--- config.mk ---
export PLATFORM = sky130hd
export DESIGN_NAME = serial_moore_adder
export DESIGN_NICKNAME = d
export VERILOG_FILES = /design/src/rtl/serial_moore_adder_pkg.sv /design/src/rtl/sa_operand_shifter.sv /design/src/rtl/sa_moore_fsm.sv /design/src/rtl/sa_stop_counter.sv /design/src/rtl/sa_result_shifter.sv /design/src/rtl/serial_moore_adder.sv
export SDC_FILE = /design/constraint.sdc
export NUM_CORES = 1
export LEC_CHECK = 0
export BUFFER_PORTS_ARGS = -buffer_cell sky130_fd_sc_hd__buf_2
export CAP_MARGIN = 15
export CORE_UTILIZATION = 50
export DETAILED_ROUTE_END_ITERATION = 6
export PLACE_DENSITY = 0.79
export SETUP_SLACK_MARGIN = 0.02
export SLEW_MARGIN = 20
export SYNTH_ARGS = -nofsm -noshare
export SYNTH_HDL_FRONTEND = slang
export SYNTH_SLANG_ARGS = --single-unit
--- constraint.sdc ---
create_clock -name clk -period 1.55 [get_ports clk]
set_input_delay 0.0775 -clock clk [delete_from_list [all_inputs] [get_ports clk]]
set_output_delay 0.0775 -clock clk [all_outputs]
set_load 0.02 [all_outputs]
--- src/rtl/serial_moore_adder_pkg.sv ---
package serial_moore_adder_pkg;

    typedef enum logic [1:0] {
        ST_C0_S0 = 2'b00,
        ST_C0_S1 = 2'b01,
        ST_C1_S0 = 2'b10,
        ST_C1_S1 = 2'b11
    } add_state_e;

    typedef struct packed {
        logic a;
        logic b;
    } bit_pair_t;

    function automatic logic state_carry(input add_state_e s);
        return s[1];
    endfunction

    function automatic logic state_sumbit(input add_state_e s);
        return s[0];
    endfunction

    function automatic add_state_e next_state(input add_state_e s, input bit_pair_t p);
        add_state_e n;
        if (!state_carry(s)) begin
            unique case ({p.a, p.b})
                2'b00:   n = ST_C0_S0;
                2'b01,
                2'b10:   n = ST_C0_S1;
                default: n = ST_C1_S0;
            endcase
        end else begin
            unique case ({p.a, p.b})
                2'b00:   n = ST_C0_S1;
                2'b01,
                2'b10:   n = ST_C1_S0;
                default: n = ST_C1_S1;
            endcase
        end
        return n;
    endfunction

endpackage

--- src/rtl/sa_operand_shifter.sv ---
module sa_operand_shifter #(
    parameter int WIDTH = 8
) (
    input  logic             clk,
    input  logic             load,
    input  logic [WIDTH-1:0] din,
    output logic             lsb
);
    logic [WIDTH-1:0] q;

    always_ff @(posedge clk) begin
        if (load) begin
            q <= din;
        end else begin
            q <= {1'b0, q[WIDTH-1:1]};
        end
    end

    assign lsb = q[0];
endmodule

--- src/rtl/sa_moore_fsm.sv ---
module sa_moore_fsm
    import serial_moore_adder_pkg::*;
(
    input  logic       clk,
    input  logic       rst,
    input  bit_pair_t  pair,
    output add_state_e state,
    output logic       sum_bit
);
    add_state_e state_q;

    always_ff @(posedge clk) begin
        if (rst) begin
            state_q <= ST_C0_S0;
        end else begin
            state_q <= next_state(state_q, pair);
        end
    end

    assign state   = state_q;
    assign sum_bit = state_sumbit(state_q);
endmodule

--- src/rtl/sa_stop_counter.sv ---
module sa_stop_counter #(
    parameter int START = 9,
    parameter int CNT_W = 4
) (
    input  logic             clk,
    input  logic             rst,
    output logic [CNT_W-1:0] remaining,
    output logic             run
);
    logic [CNT_W-1:0] cnt_q;

    always_ff @(posedge clk) begin
        if (rst) begin
            cnt_q <= CNT_W'(START);
        end else if (run) begin
            cnt_q <= cnt_q - 1'b1;
        end
    end

    assign remaining = cnt_q;
    assign run       = (cnt_q != '0);
endmodule

--- src/rtl/sa_result_shifter.sv ---
module sa_result_shifter #(
    parameter int WIDTH = 8
) (
    input  logic             clk,
    input  logic             rst,
    input  logic             shift_en,
    input  logic             bit_in,
    output logic [WIDTH-1:0] q
);
    logic [WIDTH-1:0] q_r;

    always_ff @(posedge clk) begin
        if (rst) begin
            q_r <= '0;
        end else if (shift_en) begin
            q_r <= {bit_in, q_r[WIDTH-1:1]};
        end
    end

    assign q = q_r;
endmodule

--- src/rtl/serial_moore_adder.sv ---
module serial_moore_adder
    import serial_moore_adder_pkg::*;
#(
    parameter int WIDTH = 8
) (
    input  logic             clk,
    input  logic             rst,
    input  logic [WIDTH-1:0] op_a,
    input  logic [WIDTH-1:0] op_b,
    output logic [WIDTH-1:0] sum,
    output logic             done
);
    // One extra shift flushes the reset-time output bit of the Moore machine.
    localparam int SHIFTS = WIDTH + 1;
    localparam int CNT_W  = $clog2(SHIFTS + 1);
    localparam int NOPS   = 2;

    logic [NOPS-1:0][WIDTH-1:0] ops_in;
    logic [NOPS-1:0]            ops_lsb;
    bit_pair_t                  pair;
    add_state_e                 cur_state;
    logic                       sum_bit;
    logic [CNT_W-1:0]           remaining;
    logic                       run;

    assign ops_in[0] = op_a;
    assign ops_in[1] = op_b;

    for (genvar i = 0; i < NOPS; i++) begin : g_operand
        sa_operand_shifter #(.WIDTH(WIDTH)) u_shift (
            .clk  (clk),
            .load (rst),
            .din  (ops_in[i]),
            .lsb  (ops_lsb[i])
        );
    end

    assign pair.a = ops_lsb[0];
    assign pair.b = ops_lsb[1];

    sa_moore_fsm u_fsm (
        .clk     (clk),
        .rst     (rst),
        .pair    (pair),
        .state   (cur_state),
        .sum_bit (sum_bit)
    );

    sa_stop_counter #(.START(SHIFTS), .CNT_W(CNT_W)) u_cnt (
        .clk       (clk),
        .rst       (rst),
        .remaining (remaining),
        .run       (run)
    );

    sa_result_shifter #(.WIDTH(WIDTH)) u_res (
        .clk      (clk),
        .rst      (rst),
        .shift_en (run),
        .bit_in   (sum_bit),
        .q        (sum)
    );

    assign done = ~run;
endmodule

## After elaboration in Yosys (flattened, before gate mapping)

Cells that the tools add are included.
Widths: inputs -> output; s select.

- Bits in writable memories: 0
- Word-level logic and storage cells: 19
- Memories: 0
- Bits in latches: 0
- Output and inout port bits: 9
- Flip-flop bits (word level): 30
- ROM bits: 0

- Shift-type cells: 0
- $mul: 0
- Mux-type cells: 5
- $lt $le $gt $ge: 0
- Add/subtract/negate cells: 1
- Div/mod/pow operators: 0
- Bitwise gates (word level): 1
- Eq/ne operators: 2
- Reductions and logical operators: 3

Operator list:

| kind | count |
|---|---|
| $mux 7 | 2 |
| $pmux 2 s2 | 2 |
| $reduce_bool 4->1 | 1 |
| $sub 4x1->4 const B | 1 |
| $eq 2x1->1 const B | 1 |
| $eq 2x2->1 const B | 1 |
| $logic_not 2->1 | 1 |
| $mux 2 | 1 |
| $reduce_or 2->1 | 1 |
| $not 1->1 | 1 |

## Depth between registers and ports, before layout

Gate-level depths: netlist of run 1.

- Depth in word-level cells: 4
- Gate-level depth with buffers: 5
- Mapped depth without buffers: 5

## By module

From an unflattened synthesis of run 1, not the netlist that was laid out.

- Cell total of the unflattened synthesis: 93
- Area, all modules: 1163.6 um^2

Modules (own cells, without submodules):

| module | area an instance (um^2) | cells an instance | sequential area each (um^2) | times used |
|---|---|---|---|---|
| sa_operand_shifter | 284.0 | 17 | 160.2 | 2 |
| sa_result_shifter | 285.3 | 26 | 160.2 | 1 |
| sa_stop_counter | 202.7 | 21 | 80.1 | 1 |
| sa_moore_fsm | 103.8 | 11 | 40.0 | 1 |
| serial_moore_adder | 3.8 | 1 | 0.0 | 1 |

## Worst setup path before layout of run 1

OpenSTA, ideal clock, no wires.

- Path type: register to register
- Start: register u_cnt.cnt_q[0] (netlist: u_cnt.remaining[0])
- End: register u_res.q_r[2] (netlist: u_res.q[2])
- Period minus slack after synthesis: 1.352 ns
- Setup slack: 0.198 ns
- Buffers on the path: 0
- Stages on the path, launching flop included: 6
- Arrival time: 1.280 ns
- Data required time: 1.478 ns
- Cell sequence: dfxtp_1 inv_1 ha_1 or3b_4 inv_6 mux2i_1

- Longest elaborated chain between the ends: 1

RTL lines:

| what | RTL line | RTL |
|---|---|---|
| start, declared | sa_stop_counter.sv:10 | `logic [CNT_W-1:0] cnt_q;` |
| start signal, assigned | sa_stop_counter.sv:14 | `cnt_q <= CNT_W'(START);` |
| start signal, assigned | sa_stop_counter.sv:16 | `cnt_q <= cnt_q - 1'b1;` |
| $reduce_bool 4->1 | sa_stop_counter.sv:21 | `assign run = (cnt_q != '0);` |
| end signal, assigned | sa_result_shifter.sv:16 | `q_r <= {bit_in, q_r[WIDTH-1:1]};` |
| end, declared | sa_result_shifter.sv:10 | `logic [WIDTH-1:0] q_r;` |

No other way between the ends.
A chain may end at the register's enable or synchronous reset.

## Worst setup path after layout of run 1

- Start: register u_cnt.cnt_q[0] (netlist: u_cnt.remaining[0])
- End: output port done

- Longest elaborated chain between the ends: 2

RTL lines:

| what | RTL line | RTL |
|---|---|---|
| $reduce_bool 4->1 | sa_stop_counter.sv:21 |  |
| $not 1->1 | serial_moore_adder.sv:64 | `assign done = ~run;` |
| end, declared | serial_moore_adder.sv:11 | `output logic done` |

No other way between the ends.

==> results summary, run 1 <==
The diode insertion count for antenna repair came out at 0. The number of sinks on the clock net is 30. The first-pass GRT wire length is 3.83 mm. The synthesized netlist occupies a cell area of 1090 um^2. The area added between synthesis and finish came out at 40.1%. The total die area came out at 2370 um^2. The final worst-path setup slack is 0.0112 ns. The required time at the endpoint of the critical path came out at 1.47 ns. The cell area after layout is 1530 um^2. The maximum number of pins on one net before global-route repair came out at 33.

The clock slew seen by the registers of the worst setup and hold paths is 0.10 ns. Counting cells, the worst reg-to-reg path comes to 6. For the final database, setup skew stands at 0.00967 ns.

The residual antenna-violating net count after detailed routing is 0. The power per unit of standard cell area is 1080 nW/um^2. After filler insertion, the fill cell instance count of the layout stands at 140. The most used flip-flop cell after synthesis is dfxtp_1. For this run, the number of Yosys warnings is 0. Ranked by total cell area, the synthesized netlist is headed by dfxtp_1 55%, mux2_2 13%, mux2i_1 8.3%, nand2b_1 5.7%, ha_1 2.3%. The storage element area is 603 um^2.

The final global-route overflow total came out at 0. TritonCTS created 5 clock buffers. The setup path with the least slack is of type flip-flop to primary output.

The count of input and output buffers came out at 26. The detailed-route via count is 843. The fraction of final layout cells with drive strength greater than 1 came out at 42.0%. Ranked by instance count, the synthesized netlist is headed by 30 x dfxtp_1, 13 x mux2_2, 10 x nand2b_1. The detailed router finished its first iteration with 9 violations. The min-delay analysis places its worst path in the category primary input to flip-flop. The number of failing setup endpoints in the final timing report came out at 0. In the post-synthesis netlist, the cell with the most instances is dfxtp_1. The multi-input combinational cell area came out at 469 um^2. In this run the horizontal extent of the chip is 48.7 um. For this run, design rule violations remaining after detail routing come to 0. The net count reported at finish came out at 162.

At the end of the flow the core is filled with cells to 76.3%. Across the run, the number of max-cap violations was 0. The number of distinct library cells after synthesis is 24. The number of nets in the synthesized netlist came out at 111.

The final sum of negative setup slack is 0 ns. STA classifies the critical path endpoint as a primary output. The later-pin clock latency in the skew report came out at 0.33 ns. TritonCTS built the clock tree.

The number of max-slew violations in the final report was 0. The CTS H-tree depth is 2. The worst-case vdd ir drop is 0.798 mV. The number of cells on the worst hold path came out at 2. CTS placed an instance of clkbuf_4 at the clock tree root. The total global routing track utilization is 22.4%. The largest fanout of any net on the critical path is 2. The share of the clock period used by the worst path after layout is 99.3%.

The measured slew at the worst slew-check pin came out at 0.547 ns. The wire length after detailed routing is 2.31 mm. After technology mapping, the gate count stands at 91.

The final routed wire length divided by cell count came out at 13.6 um. The routed via count divided by cell count came out at 4.96. The half-perimeter wire length after placement came out at 1.18 mm. The number of antenna violations at the first check in global routing is 0. The endpoint arrival time on the critical path is 1.46 ns. For this run, asynchronously set or reset flops after synthesis account for 0%.

The die span in y came out at 48.7 um. The maximum clock insertion buffer count came out at 2. The highest attainable clock frequency is 650 MHz.

The average footprint of a synthesized cell came out at 12.0 um^2. The number of storage elements in the synthesis netlist is 30. The number of top-level pins came out at 27. In this run the core area contains 16 standard-cell rows.

The static leakage came out at 0.000668 uW. The run finished with clean final reports. The number of global-route vias before repair is 883.

The routability congestion estimate from global placement is 0.680. The cell type with the highest aggregate area in the netlist is dfxtp_1. The worst setup timing slack at the placement stage came out at 0.0961 ns.

Measured against its own limit, the worst slew margin works out to 63.6%. The count of TritonRoute iterations in the first routing pass is 4. Of the synthesized area, sequential elements account for 55.1%. The number of enable-type register cells in the synthesized netlist is 0.

The initial cell density of the core is 54.4%. The floorplan step defined a core boundary enclosing 2000 um^2. The fraction of synthesized cell area taken by the top area cell type is 55.1%. Setup repair after global routing could not meet its margin everywhere. The final count of hold timing violations is 0. The internal reg-to-reg setup slack is 0.07 ns. STA classifies the critical path startpoint as a flip-flop. The total placed instance area came out at 1240 um^2. The final critical path time including I/O delays and setup came out at 1.54 ns. Total power for the finished layout comes to 1660 uW.
==> layer usage <==
metal | global-route usage [%] | routed length, um
met2 | 40.5 | 1260
met4 | 10.8 | 78
met3 | 9.43 | 92
met1 | 21.5 | 873
met5 | 0 | 0
==> cell usage in the layout, fill, tap and decap left out, drive strengths merged <==
| cell type | n |
|---|---|
| ha | 2 |
| and2 | 2 |
| or2 | 1 |
| o31a | 1 |
| clkinv | 1 |
| xnor2 | 1 |
| nor3 | 1 |
| nand3b | 1 |
| nor2b | 1 |
| nand2 | 1 |
| dfxtp | 30 |
| nand2b | 10 |
| nor4b | 1 |
| mux2 | 14 |
| or3b | 1 |
| buf | 31 |
| dlygate4sd3 | 16 |
| a211oi | 1 |
| mux2i | 9 |
| a21oi | 2 |
| nor2 | 3 |
| inv | 5 |
| a211o | 1 |
| clkbuf | 7 |
==> sequential cells by signal, indices dropped and copies added (netlist names), named ones only <==
| register | count |
|---|---|
| g_operand.u_shift.q | 16 |
| u_cnt.remaining | 4 |
| u_fsm.state | 1 |
| u_res.q | 8 |
==> worst max-delay path, cell delays in order (launching register included) <==
cell     delay (ns)
dfxtp_2        0.34
inv_2          0.07
ha_4           0.13
or3b_4         0.42
inv_8          0.07
buf_6          0.10
==> power breakdown <==
group / leakage (uW) / switching (uW) / internal (uW)
sequential: 0.000249 / 35.1 / 844
clock: 0.0000353 / 265 / 220
combinational: 0.000384 / 121 / 171
==> final cells by class <==
| cell class | instances | area share, % |
|---|---|---|
| timing repair buffer | 47 | 21.9 |
| clock inverter | 1 | 0.328 |
| inverter | 5 | 1.72 |
| sequential | 30 | 39.5 |
| multi-input combinational | 53 | 30.7 |
| tap | 27 | 2.21 |
| clock buffer | 7 | 3.61 |
==> cells by family (layout without fill, tap and decap cells) <==
kind of cell             count (synthesis)  count (layout)  synth area share [%]
AO/OA/AOI/OAI                            5               5                  3.22
buffers and inverters                    8              60                  3.44
XOR/XNOR                                 1               1                 0.804
multiplexers                            23              23                  22.7
adder cells (fa/ha/maj)                  2               2                  2.30
flip-flops                              30              30                  55.1
AND/OR/NAND/NOR                         22              22                  12.4
==> worst paths after layout <==
path,startpoint,endpoint
hold / removal,rst,u_fsm.state[0]$_SDFF_PP0_
hold reg to reg,g_operand[1].u_shift.q[5]$_DFF_P_,g_operand[1].u_shift.q[4]$_DFF_P_
setup reg to reg,u_cnt.remaining[0]$_SDFFE_PP1N_,u_res.q[7]$_SDFFE_PP0N_
setup / recovery,u_cnt.remaining[0]$_SDFFE_PP1N_,done
==> stage by stage <==
stage          instances  hold slack [ns]
5_1_grt              170            0.293
3_5_place_dp         141            0.292
4_1_cts              170            0.230
2_1_floorplan         91            0.205
6_report             170            0.232
3_3_place_gp         141            0.286
==> repair_timing <==
item | in CTS | in global routing
endpoints found under the hold margin | 16 | 0
endpoints found under the setup margin | 1 | 3
gates resized for setup | 9 | 1
hold buffers | 16 | 0
pin swaps | 1 | 0
setup buffers | 5 | 0
No activity file was read; power rests on OpenSTA's default activity.
==> inputs of run 2 (changes only) <==
--- a/config.mk
+++ b/config.mk
@@ -13,3 +13,3 @@
 export SETUP_SLACK_MARGIN = 0.02
-export SLEW_MARGIN = 20
+export SLEW_MARGIN = 15
 export SYNTH_ARGS = -nofsm -noshare
==> constraint.sdc (replaced) <==
create_clock -name clk -period 1.55 [get_ports clk]
set_input_delay 0.31 -clock clk [delete_from_list [all_inputs] [get_ports clk]]
set_output_delay 0.31 -clock clk [all_outputs]
set_load 0.02 [all_outputs]
==> run 2 against run 1 <==
The run now ends with setup timing left. Highest routed layer unchanged. Die area unchanged. Global-route usage down 4.4 points. Clock power down 11%. Combinational power down 11%. Power down 5.3%. Wire length down 23%. Critical endpoint unchanged. Worst setup slack worse by 0.16 ns. Hold slack worse by 0.027 ns. Via count down 11%.
==> results summary, run 2 (synthesis gave the netlist of run 1 again) <==
The final routed wire length divided by cell count is 11.4 um (-16%). The power per unit of standard cell area is 1130 nW/um^2 (+4.2%). The half-perimeter wire length after placement came out at 1.26 mm (+6.2%). The floorplan die width is 48.7 um (unchanged).

Counting flops per register, the top entry is g_operand.u_shift.q. The highest attainable clock frequency was 589 MHz (-9.3%). The count of filler cells inserted in the layout came out at 148 (+5.7%).

The net count reported at finish is 150 (-7.4%). The CTS H-tree depth came out at 2 (unchanged). The worst setup path is captured at a primary output. The maximum single-stage delay on the critical path came out at 0.40 ns (-0.02 ns). The diode insertion count for antenna repair was 0 (unchanged). The storage element area is 603 um^2 (unchanged). The library cells used most frequently in the layout, excluding fill and tap cells, are 28 x dfxtp_1, 25 x buf_2, 13 x mux2_2. The first-pass GRT wire length came out at 3.10 mm (-19%).

The later-pin clock latency in the skew report was 0.31 ns (-0.02 ns). The worst-case vdd ir drop is 0.731 mV (-8.4%). The number of placement rows came out at 16 (unchanged). The final count of hold timing violations was 0 (unchanged).

The static leakage is 0.000617 uW (-7.7%). The count of TritonRoute iterations in the first routing pass came to 3 (-1). Walking the worst path, the cells encountered are inv_2 > ha_4 > or3b_4 > clkinv_4 > buf_6. The setup skew after layout is 0.00500 ns (-0.00467 ns). The source of the worst register-to-register timing path is u_cnt.remaining[1]$_SDFFE_PP0N_.

The number of global-route vias before repair is 763 (-14%). The maximum clock insertion buffer count came out at 2 (unchanged). The final global-route overflow total is 0 (unchanged).

By startpoint and endpoint, the worst setup path is classified as flip-flop to primary output. The tightest min-delay check is of the primary input to flip-flop type. The clock tree from TritonCTS is done.

The number of top-level pins is 27 (unchanged). The number of violations reported at the end of detailed-routing iteration 0 is 1 (-8). The residual antenna-violating net count after detailed routing is 0 (unchanged). The maximum number of pins on one net before global-route repair is 33 (unchanged). The clock slew seen by the registers of the worst setup and hold paths is 0.08 ns (-0.02 ns). The die span in y is 48.7 um (unchanged). The number of max-slew violations in the final report came out at 0 (unchanged). The number of sinks on the clock net is 30 (unchanged). The number of DRC violations after detailed routing is 0 (unchanged).

The total global routing track utilization is 18.0% (-4.4 points). The internal reg-to-reg setup slack is 0.06 ns (about the same). The required time at the endpoint of the critical path is 1.24 ns (-0.23 ns). The count of input and output buffers is 26 (unchanged). The detailed-route via count came out at 751 (-11%). The share of the clock period used by the worst path after layout is 109% (+10 points). The final reports fail on setup timing. The endpoint arrival time on the critical path is 1.39 ns (-0.07 ns).

The relative slew slack came out at 65.3% (+1.7 points). In this run the critical register-to-register path is captured at u_res.q[6]$_SDFFE_PP0N_. The number of flip-flops under the largest register name is 16 (unchanged).

The number of buffers added to fix hold violations after cts was 0 (-16). The worst reg2reg path depth came out at 7 (+1). The routed via count divided by cell count is 4.81 (-2.9%).

From synthesis to final layout, the design area changed by 27.3%. The final worst-path setup slack came out at -0.146 ns (-0.158 ns). The wire length after detailed routing came out at 1.78 mm (-23%). Setup repair after global routing could not meet its margin everywhere. The number of failing setup endpoints in the final timing report is 1 (+1).

The largest fanout of any net on the critical path came out at 2 (unchanged). The number of cells on the worst hold path is 2 (unchanged). The final critical path time including I/O delays and setup is 1.70 ns (+0.158 ns). The run finished, with violations left. The routability congestion estimate from global placement is 0.732 (+7.7%). The worst setup timing slack at the placement stage was 0.0660 ns (-0.0301 ns). The number of maximum-capacitance violations came out at 0 (unchanged). The number of antenna violations at the first check in global routing is 0 (unchanged). The cell chosen for the clock root is clkbuf_4. Leaving out fill and tap cells, the most frequent cell in the layout is dfxtp_1. In this run the most critical hold path is launched from op_b[7]. The worst hold margin is 0.205 ns (-0.0272 ns). The worst hold path terminates at g_operand[1].u_shift.q[7]$_SDFF_PN0_. The initial cell density of the core is 54.4% (unchanged). The utilization after layout is 69.3% (-6.9 points). The core box area came to 2000 um^2 (unchanged).

The total die area is 2370 um^2 (unchanged). The fraction of final layout cells with drive strength greater than 1 is 48.8% (+6.9 points). The slowest stage of the critical path belongs to the cell or3b_4. The multi-input combinational cell area came out at 468 um^2 (-0.27%). The worst setup path is launched from a flip-flop. The number of buffers created by CTS came to 5 (unchanged). The measured slew at the worst slew-check pin is 0.521 ns (-0.0255 ns).
run 2: cell count changes in the layout (fill, tap and decap cells not counted):
| cell | before | now |
|---|---|---|
| clkinv_2 | 1 | 0 |
| a211oi_2 | 1 | 0 |
| a211oi_1 | 0 | 1 |
| mux2i_2 | 0 | 1 |
| dlygate4sd3_1 | 16 | 0 |
| buf_4 | 5 | 8 |
| clkbuf_1 | 1 | 0 |
| mux2i_1 | 9 | 8 |
| buf_6 | 1 | 2 |
| inv_8 | 1 | 0 |
| clkinv_4 | 0 | 1 |
run 2: stage by stage:
| step | cell area [um^2] | TNS [ns] | std cells | total power [uW] |
|---|---|---|---|---|
| 2_1_floorplan | 1090 | 0 | 91 | 1040 |
| 3_3_place_gp | 1270 | 0 | 145 | 1100 |
| 3_5_place_dp | 1270 | 0 | 145 | 1110 |
| 4_1_cts | 1370 | -0.167 | 155 | 1580 |
| 5_1_grt | 1390 | -0.215 | 156 | 1660 |
| 6_report | 1390 | -0.146 | 156 | 1570 |
run 2: critical path, delay by kind of cell (launching register included):
family / cells / cell delay [ns]
fa+ha+maj: 1 / 0.12
buf+inv: 3 / 0.22
flops: 1 / 0.33
simple gates: 1 / 0.40
run 2: metal layers:
metal	share of wire (%)	up-vias	GRT usage, %	wire length, um
met5	0	-	0	0
met4	2.0	0	8.82	36
met3	3.0	5	8.49	54
met2	53	18	31.9	948
met1	42	346	17.2	741
li1	-	382	-	-
run 2: worst max-delay path by stage:
stage | from | depth (start not counted) | slack [ns] | endpoint
finish | u_cnt.remaining[1]$_SDFFE_PP0N_ | 5 | -0.15 | done
global route | u_cnt.remaining[0]$_SDFFE_PP1N_ | 5 | -0.21 | done
floorplan | u_cnt.remaining[0]$_SDFFE_PP1N_ | 4 | 0.13 | done
global placement | u_cnt.remaining[1]$_SDFFE_PP0N_ | 5 | 0.10 | done
detailed placement | u_cnt.remaining[1]$_SDFFE_PP0N_ | 5 | 0.07 | done
CTS | u_cnt.remaining[1]$_SDFFE_PP0N_ | 5 | -0.17 | done
run 2: what timing repair did:
| item | 4_1_cts | 5_1_grt |
|---|---|---|
| endpoints found under the setup margin | 1 | 5 |
| resized for setup | 8 | 3 |
| endpoints found under the hold margin | 0 | 0 |
| gates cloned | 0 | 0 |
| buffers inserted | 4 | 1 |
| pin swaps | 1 | 0 |
run 2: report_power, final:
| part | leakage (uW) | switching (uW) | total (uW) | internal [uW] |
|---|---|---|---|---|
| clock network | 0.0000302 | 229 | 433 | 204 |
| logic | 0.000337 | 106 | 259 | 153 |
| registers | 0.000249 | 32.3 | 876 | 844 |
| total | 0.000617 | 367 | 1570 | 1200 |
run 2: cell type report:
| type | instances | area share [%] |
|---|---|---|
| repair buffers | 35 | 15.0 |
| flip-flops and latches | 30 | 43.5 |
| clock buffers | 6 | 3.70 |
| inverters | 5 | 1.71 |
| well taps | 27 | 2.43 |
| multi-input cells | 53 | 33.7 |
